[config.mk]
export PLATFORM = sky130hd
export DESIGN_NAME = rs_runstate_ctl
export DESIGN_NICKNAME = d
export VERILOG_FILES = /design/src/rtl/rs_pkg.sv /design/src/rtl/rs_prio_arb.sv /design/src/rtl/rs_pend_bank.sv /design/src/rtl/rs_runstate_ctl.sv
export SDC_FILE = /design/constraint.sdc
export NUM_CORES = 1
export LEC_CHECK = 0
export ABC_AREA = 1
export BUFFER_PORTS_ARGS = -buffer_cell sky130_fd_sc_hd__buf_4
export CAP_MARGIN = 30
export CORE_MARGIN = 2
export CORE_UTILIZATION = 51
export CTS_CLUSTER_DIAMETER = 80
export DETAILED_ROUTE_END_ITERATION = 7
export PLACE_DENSITY_LB_ADDON = 0.2
export SLEW_MARGIN = 5
export SYNTH_ARGS = -nofsm -noshare
export SYNTH_HDL_FRONTEND = slang
export SYNTH_SLANG_ARGS = --single-unit
export TNS_END_PERCENT = 1
[constraint.sdc]
create_clock -name clk -period 3.6 [get_ports clk]
set_clock_uncertainty 0.05 [all_clocks]
set_input_delay 0.54 -clock clk [delete_from_list [all_inputs] [get_ports clk]]
set_output_delay 0.54 -clock clk [all_outputs]
set_load 0.005 [all_outputs]
[src/rtl/rs_pkg.sv]
// Shared types for the run-state controller.
// Assumes interrupt sources are indexed by priority, lowest index first.
package rs_pkg;
    localparam int NSRC    = 3;
    localparam int KW      = $clog2(NSRC);
    localparam int SRC_SMI = 0;
    localparam int SRC_NMI = 1;
    localparam int SRC_INT = 2;

    typedef enum logic [2:0] {
        ST_RUN  = 3'd0,
        ST_HALT = 3'd1,
        ST_SUSP = 3'd2,
        ST_SMM  = 3'd3,
        ST_SHUT = 3'd4
    } rs_state_e;
endpackage

[src/rtl/rs_prio_arb.sv]
// Fixed-priority picker: grants the lowest-indexed active request.
// Assumes: purely combinational, N >= 2.
module rs_prio_arb #(
    parameter int N  = 3,
    parameter int IW = $clog2(N)
) (
    input  logic [N-1:0]  req_i,
    output logic [N-1:0]  gnt_o,
    output logic [IW-1:0] idx_o,
    output logic          any_o
);
    logic [N-1:0] lower;

    // Mask of requests seen at a higher priority than each position.
    assign lower[0] = 1'b0;
    for (genvar g = 1; g < N; g++) begin : g_mask
        assign lower[g] = lower[g-1] | req_i[g-1];
    end

    // Grant goes to a request with nothing above it.
    for (genvar g = 0; g < N; g++) begin : g_gnt
        assign gnt_o[g] = req_i[g] & ~lower[g];
    end

    assign any_o = |req_i;

    // Binary index of the granted request.
    always_comb begin
        idx_o = '0;
        for (int i = 0; i < N; i++) begin
            if (gnt_o[i]) idx_o = IW'(i);
        end
    end
endmodule

[src/rtl/rs_pend_bank.sv]
// Pending-interrupt latches: set by new arrivals, dropped on dispatch,
// cleared by reset events. Clear dominates, then drop, then set.
module rs_pend_bank #(
    parameter int N = 3
) (
    input  logic         clk,
    input  logic         rst_n,
    input  logic         clr_i,
    input  logic [N-1:0] set_i,
    input  logic [N-1:0] drop_i,
    output logic [N-1:0] pend_o
);
    // Latch update per cycle.
    always_ff @(posedge clk) begin
        if (!rst_n || clr_i) pend_o <= '0;
        else                 pend_o <= (pend_o | set_i) & ~drop_i;
    end

    // a clear leaves nothing pending.
    assert_clear_empty_R1: assert property (@(posedge clk) disable iff (!rst_n)
        clr_i |=> pend_o == '0);

    // without clear or drop, no latched interrupt is lost.
    assert_keep_latched_R5: assert property (@(posedge clk) disable iff (!rst_n)
        (!clr_i && drop_i == '0) |=> ((pend_o & $past(pend_o)) == $past(pend_o)));
endmodule

[src/rtl/rs_runstate_ctl.sv]
// Run-state controller: tracks RUN, HALT, SUSP, SMM and SHUT, latches
// interrupts that may not be acted on, and issues one dispatch per cycle.
// Assumes event inputs are single-cycle pulses synchronous to clk.
module rs_runstate_ctl
    import rs_pkg::*;
#(
    parameter int AW = 32
) (
    input  logic            clk,
    input  logic            rst_n,
    input  logic            cold_rst_i,
    input  logic            warm_rst_i,
    input  logic            halt_retire_i,
    input  logic [AW-1:0]   halt_npc_i,
    input  logic            fatal_err_i,
    input  logic            smm_rsm_i,
    input  logic            smi_i,
    input  logic            nmi_i,
    input  logic            intr_i,
    input  logic            ie_flag_i,
    input  logic            susp_on_halt_i,
    input  logic            susp_req_n_i,
    input  logic            idt_ok_i,
    input  logic            stk_ok_i,
    output logic [2:0]      state_o,
    output logic            stop_grant_o,
    output logic            bus_rel_o,
    output logic [NSRC-1:0] pend_o,
    output logic            disp_vld_o,
    output logic [KW-1:0]   disp_kind_o,
    output logic [AW-1:0]   ret_ptr_o
);
    rs_state_e       state_q, state_n;
    logic            pin_q, pin_n;       // suspend entered through the pin
    logic            org_q, org_n;       // suspend entered from SMM
    logic            sg_q, sg_n;
    logic            dv_q, dv_n;
    logic [KW-1:0]   dk_q, dk_n;
    logic [AW-1:0]   ptr_q;
    logic            take_ptr;
    logic            rst_evt;
    logic [NSRC-1:0] live, req, gnt, set_v, drop_v;
    logic [KW-1:0]   gidx;
    logic            any_req, clr;

    assign rst_evt = cold_rst_i | warm_rst_i;

    // Interrupts seen this cycle, INTR masked by the enable flag.
    always_comb begin
        live          = '0;
        live[SRC_SMI] = smi_i;
        live[SRC_NMI] = nmi_i;
        live[SRC_INT] = intr_i & ie_flag_i;
    end

    assign req = pend_o | live;

    rs_prio_arb #(.N(NSRC), .IW(KW)) arb_i (
        .req_i (req),
        .gnt_o (gnt),
        .idx_o (gidx),
        .any_o (any_req)
    );

    rs_pend_bank #(.N(NSRC)) pend_i (
        .clk    (clk),
        .rst_n  (rst_n),
        .clr_i  (clr),
        .set_i  (set_v),
        .drop_i (drop_v),
        .pend_o (pend_o)
    );

    // Next-state, latch control and dispatch decision.
    always_comb begin
        state_n  = state_q;
        pin_n    = pin_q;
        org_n    = org_q;
        sg_n     = 1'b0;
        dv_n     = 1'b0;
        dk_n     = dk_q;
        set_v    = '0;
        drop_v   = '0;
        clr      = 1'b0;
        take_ptr = 1'b0;
        if (rst_evt) begin
            state_n = ST_RUN;
            pin_n   = 1'b0;
            org_n   = 1'b0;
            clr     = 1'b1;
        end else begin
            unique case (state_q)
                ST_RUN: begin
                    set_v = live;
                    if (fatal_err_i) begin
                        state_n = ST_SHUT;
                        clr     = 1'b1;
                    end else if (any_req) begin
                        dv_n   = 1'b1;
                        dk_n   = gidx;
                        drop_v = gnt;
                        if (gnt[SRC_SMI]) state_n = ST_SMM;
                    end else if (halt_retire_i) begin
                        take_ptr = 1'b1;
                        if (susp_on_halt_i) begin
                            state_n = ST_SUSP;
                            pin_n   = 1'b0;
                            org_n   = 1'b0;
                            sg_n    = 1'b1;
                        end else begin
                            state_n = ST_HALT;
                        end
                    end else if (!susp_req_n_i) begin
                        state_n = ST_SUSP;
                        pin_n   = 1'b1;
                        org_n   = 1'b0;
                        sg_n    = 1'b1;
                    end
                end
                ST_HALT: begin
                    set_v = live;
                    if (any_req) begin
                        dv_n    = 1'b1;
                        dk_n    = gidx;
                        drop_v  = gnt;
                        state_n = gnt[SRC_SMI] ? ST_SMM : ST_RUN;
                    end
                end
                ST_SUSP: begin
                    set_v = live;
                    if (pin_q) begin
                        if (susp_req_n_i) state_n = org_q ? ST_SMM : ST_RUN;
                    end else if (org_q) begin
                        if (|live) state_n = ST_SMM;
                    end else if (any_req) begin
                        dv_n    = 1'b1;
                        dk_n    = gidx;
                        drop_v  = gnt;
                        state_n = gnt[SRC_SMI] ? ST_SMM : ST_RUN;
                    end
                end
                ST_SMM: begin
                    set_v = live;
                    if (fatal_err_i) begin
                        state_n = ST_SHUT;
                        clr     = 1'b1;
                    end else if (smm_rsm_i) begin
                        state_n = ST_RUN;
                    end else if (halt_retire_i || !susp_req_n_i) begin
                        state_n = ST_SUSP;
                        pin_n   = !halt_retire_i;
                        org_n   = 1'b1;
                        sg_n    = 1'b1;
                    end
                end
                ST_SHUT: begin
                    if (nmi_i && idt_ok_i && stk_ok_i) begin
                        state_n = ST_RUN;
                        dv_n    = 1'b1;
                        dk_n    = KW'(SRC_NMI);
                    end
                end
                default: state_n = ST_RUN;
            endcase
        end
    end

    // State and output registers.
    always_ff @(posedge clk) begin
        if (!rst_n) begin
            state_q <= ST_RUN;
            pin_q   <= 1'b0;
            org_q   <= 1'b0;
            sg_q    <= 1'b0;
            dv_q    <= 1'b0;
            dk_q    <= '0;
        end else begin
            state_q <= state_n;
            pin_q   <= pin_n;
            org_q   <= org_n;
            sg_q    <= sg_n;
            dv_q    <= dv_n;
            dk_q    <= dk_n;
        end
    end

    // Return pointer captured when a halt retires in RUN.
    always_ff @(posedge clk) begin
        if (!rst_n)        ptr_q <= '0;
        else if (take_ptr) ptr_q <= halt_npc_i;
    end

    assign state_o      = state_q;
    assign stop_grant_o = sg_q;
    assign bus_rel_o    = (state_q == ST_HALT) || (state_q == ST_SUSP);
    assign disp_vld_o   = dv_q;
    assign disp_kind_o  = dk_q;
    assign ret_ptr_o    = ptr_q;

    // reset events always land in RUN with nothing pending.
    assert_reset_run_R1: assert property (@(posedge clk) disable iff (!rst_n)
        rst_evt |=> (state_q == ST_RUN) && (pend_o == '0) && !dv_q);

    // the stop-grant strobe marks only the first cycle of a suspend.
    assert_sg_entry_R3: assert property (@(posedge clk) disable iff (!rst_n)
        sg_q |-> (state_q == ST_SUSP) && ($past(state_q) != ST_SUSP));

    // at most one source is granted.
    assert_one_grant_R5: assert property (@(posedge clk) disable iff (!rst_n)
        $onehot0(gnt));

    // nothing is dispatched while in SMM.
    assert_smm_quiet_R6: assert property (@(posedge clk) disable iff (!rst_n)
        (state_q == ST_SMM && !rst_evt) |=> !dv_q);

    // pin suspend holds while the pin stays low.
    assert_pin_hold_R8: assert property (@(posedge clk) disable iff (!rst_n)
        (state_q == ST_SUSP && pin_q && !susp_req_n_i && !rst_evt)
        |=> (state_q == ST_SUSP) && !dv_q);

    // shutdown is kept without a qualified NMI or a reset.
    assert_shut_hold_R11: assert property (@(posedge clk) disable iff (!rst_n)
        (state_q == ST_SHUT && !rst_evt && !(nmi_i && idt_ok_i && stk_ok_i))
        |=> state_q == ST_SHUT);
endmodule

==> Flow_metrics.wiki <==
{| class="wikitable"
! Metric !! Value
|-
| Result of the run || completed
|-
| Detailed router's first-iteration violation count || 146
|-
| Final non-filler cell total || 428
|-
| Data arrival time at the worst-slack endpoint || 2.30 ns
|-
| Vias in the first global route || 1646
|-
| Wire per inst || 12.12 um
|-
| Vertical die dimension || 67.72 um
|-
| Fin crit share || 60.95%
|-
| Worst slack at placement || 1.202 ns
|-
| # Post-CTS Setup Buffers || 0
|-
| Post-synth design cell area || 0.002071 mm2
|-
| Cell area power density || 362.0 mW/mm2
|-
| Total routing resource utilization after global routing || 22.57%
|-
| Proportion of synthesized area in mux cells || 0%
|-
| Number of cells upsized or downsized after cts || 0
|-
| Adder-cell share of the synthesized area || 0%
|-
| Die outline area || 0.004586 mm2
|-
| Post-Syn Area per Cell || 7.092 um2
|-
| Most frequent cells in the layout || sky130_fd_sc_hd__buf_4 (89), sky130_fd_sc_hd__inv_1 (53), sky130_fd_sc_hd__dfxtp_1 (44)
|-
| Initial core utilization || 52.52%
|-
| Total wire length || 5.186 mm
|-
| RSZ-0062 raised after global routing || no
|-
| Number of buffers added on ports || 89
|-
| Commonest non-fill, non-tap cell in the layout || sky130_fd_sc_hd__buf_4
|-
| Critical path required time || 3.71 ns
|-
| Path category of the worst min-delay check || flop to flop
|-
| Post-layout power || 0.001025 W
|-
| Pin count of the biggest net entering global routing || 65
|-
| Total core area || 0.003943 mm2
|-
| Final Net Count || 424
|-
| Final HPWL from detailed placement || 3.893 mm
|-
| Type of element capturing the critical path || flop
|-
| Static leakage power || 1.330 nW
|-
| Antenna Violating Nets Remaining || 0
|-
| Core Rows || 23
|-
| Max-cap violation count || 0
|-
| Via count || 2097
|-
| TritonCTS clock tree || built
|-
| Die Span X || 67.72 um
|-
| Global route overflow || 0
|-
| Combinational family with the most area after synthesis || simple AND/OR/NAND/NOR gates
|-
| Final weighted congestion of routability-driven global placement || 0.9398
|-
| CTS hold repair buffers || 0
|-
| Seq/Total Area, Yosys || 42.54%
|-
| First-pass GRT wire length || 7.741 mm
|-
| Final Hold Fails || 0
|-
| Clock transition at path regs || 0.08 ns
|-
| Post-synthesis sequential element count || 44
|-
| Setup ws final || 1.406 ns
|-
| Post-layout min period || 2.194 ns
|-
| Placed instance count || 420
|-
| Maximum count of clock buffers along a single path || 2
|-
| Netlist cell types || 28
|-
| Compound-Gate Fraction of Synth Area || 20.42%
|-
| Multi-input logic area || 888.4 um2
|-
| Setup violations, final || 0
|-
| Number of pins exceeding their max-slew limit in the final report || 0
|-
| Relative slew slack || 46.13%
|-
| CP startpoint kind || flop
|-
| Synth warnings || 0
|-
| Inserted Clock Buffers || 5
|-
| Crit Path Class || flop to flop
|-
| Drt first pass iters || 4
|-
| Number of antenna violations at the first check in global routing || 0
|-
| Maximum fanout encountered on the critical timing path || 64
|-
| TritonCTS sink count || 44
|-
| Tightest Pin Transition || 0.8065 ns
|-
| Number of standard cells after synthesis || 292
|-
| Fraction of layout instances using a drive strength above 1 || 28.57%
|-
| Filler Cell Count || 327
|-
| Count of H-tree levels built during CTS || 2
|-
| Footprint of the flip-flops and latches || 880.8 um2
|-
| Total Negative Setup Slacks || 0 ns
|-
| Number of diodes added for antenna fixing || 0
|-
| Synthesized-area fraction occupied by xor and xnor cells || 0%
|-
| Remaining DRCs || 0
|-
| Layout overhead on the synthesized area || 36.74%
|-
| Post-Synth Simple-Gate Area || 22.48%
|-
| Number of top-level pins || 90
|-
| Achievable frequency || 0.4557 GHz
|-
| Clock root buffer master || sky130_fd_sc_hd__clkbuf_8
|-
| Drt via density || 4.900
|-
| Later-pin clock latency in the skew report || 0.29 ns
|-
| Net count after synthesis || 339
|-
| Worst vdd rail ir drop || 0.2315 mV
|}
==> layer usage <==
| metal | global-route usage (%) | part of all wire, % | vias to the layer above |
|---|---|---|---|
| li1 | - | - | 1102 |
| met1 | 31.42 | 42 | 916 |
| met5 | 0 | 0 | - |
| met2 | 34.68 | 48 | 75 |
| met3 | 5.333 | 8.9 | 4 |
| met4 | 6.378 | 0.69 | 0 |
==> final cells by class <==
cell class,instances,area share [%]
multi-input cells,181,31.37
flip-flops and latches,44,31.11
repair buffers,89,23.60
inverters,56,7.424
clock buffers,6,2.916
well taps,50,2.209
clock inverters,2,1.370
==> Yosys cell counts, drive strengths merged <==
cell,instances,share of area [%]
a211oi,1,0.36
a21oi,39,9.4
a31oi,1,0.30
and3,1,0.30
buf,9,4.0
clkbuf,2,0.36
dfxtp,44,43
inv,56,10
nand2,38,7.0
nand3,17,4.4
nand3b,1,0.36
nand4,2,1.3
nor2,36,8.3
nor3,2,0.48
nor3b,1,0.36
o21ai,41,9.9
o221ai,1,0.42
==> critical path, cell delays in order (launching register included) <==
cell	delay (ns)
sky130_fd_sc_hd__dfxtp_1	0.47
sky130_fd_sc_hd__nor2_4	0.18
sky130_fd_sc_hd__nand3_2	0.12
sky130_fd_sc_hd__inv_2	0.09
sky130_fd_sc_hd__nand4_4	0.61
sky130_fd_sc_hd__o21ai_1	0.42
sky130_fd_sc_hd__a21oi_1	0.08
==> logic make-up after synthesis <==
logic type	after synthesis
flip-flops	44
AO/OA/AOI/OAI	83
buffers and inverters	67
AND/OR/NAND/NOR	98
==> metrics by stage <==
| step | utilization (%) | cell area, um2 | hold slack, ns |
|---|---|---|---|
| final | 71.82 | 2831 | 0.3948 |
| after global routing | 71.82 | 2831 | 0.4175 |
| after CTS | 71.82 | 2831 | 0.3994 |
| after detailed placement | 68.74 | 2710 | 0.3863 |
| after global placement | 68.74 | 2710 | 0.3817 |
| after floorplan | - | 2071 | 0.3896 |
==> sequential cells by signal, indices dropped and copies added (netlist names) <==
| name | count |
|---|---|
| disp_kind_o | 2 |
| disp_vld_o | 1 |
| org_q | 1 |
| pend_i.pend_o | 3 |
| pin_q | 1 |
| ret_ptr_o | 32 |
| state_o | 3 |
| stop_grant_o | 1 |
==> worst paths after layout <==
| path | start | to | slack (ns) | cells past startpoint |
|---|---|---|---|---|
| setup / recovery | state_o[1] | ret_ptr_o[24] | 1.41 | 6 |
| hold / removal | ret_ptr_o[18] | ret_ptr_o[18] | 0.39 | 2 |
| setup reg to reg | state_o[1] | ret_ptr_o[24] | 1.41 | 6 |
| hold reg to reg | ret_ptr_o[18] | ret_ptr_o[18] | 0.39 | 2 |
==> report_power, final <==
part	internal, W	switching [W]	total (W)
registers	0.000493	0.00000706	0.000500
clock network	0.000227	0.000165	0.000392
logic	0.0000656	0.0000674	0.000133
Note: power is estimated with default switching activity, not from simulation.
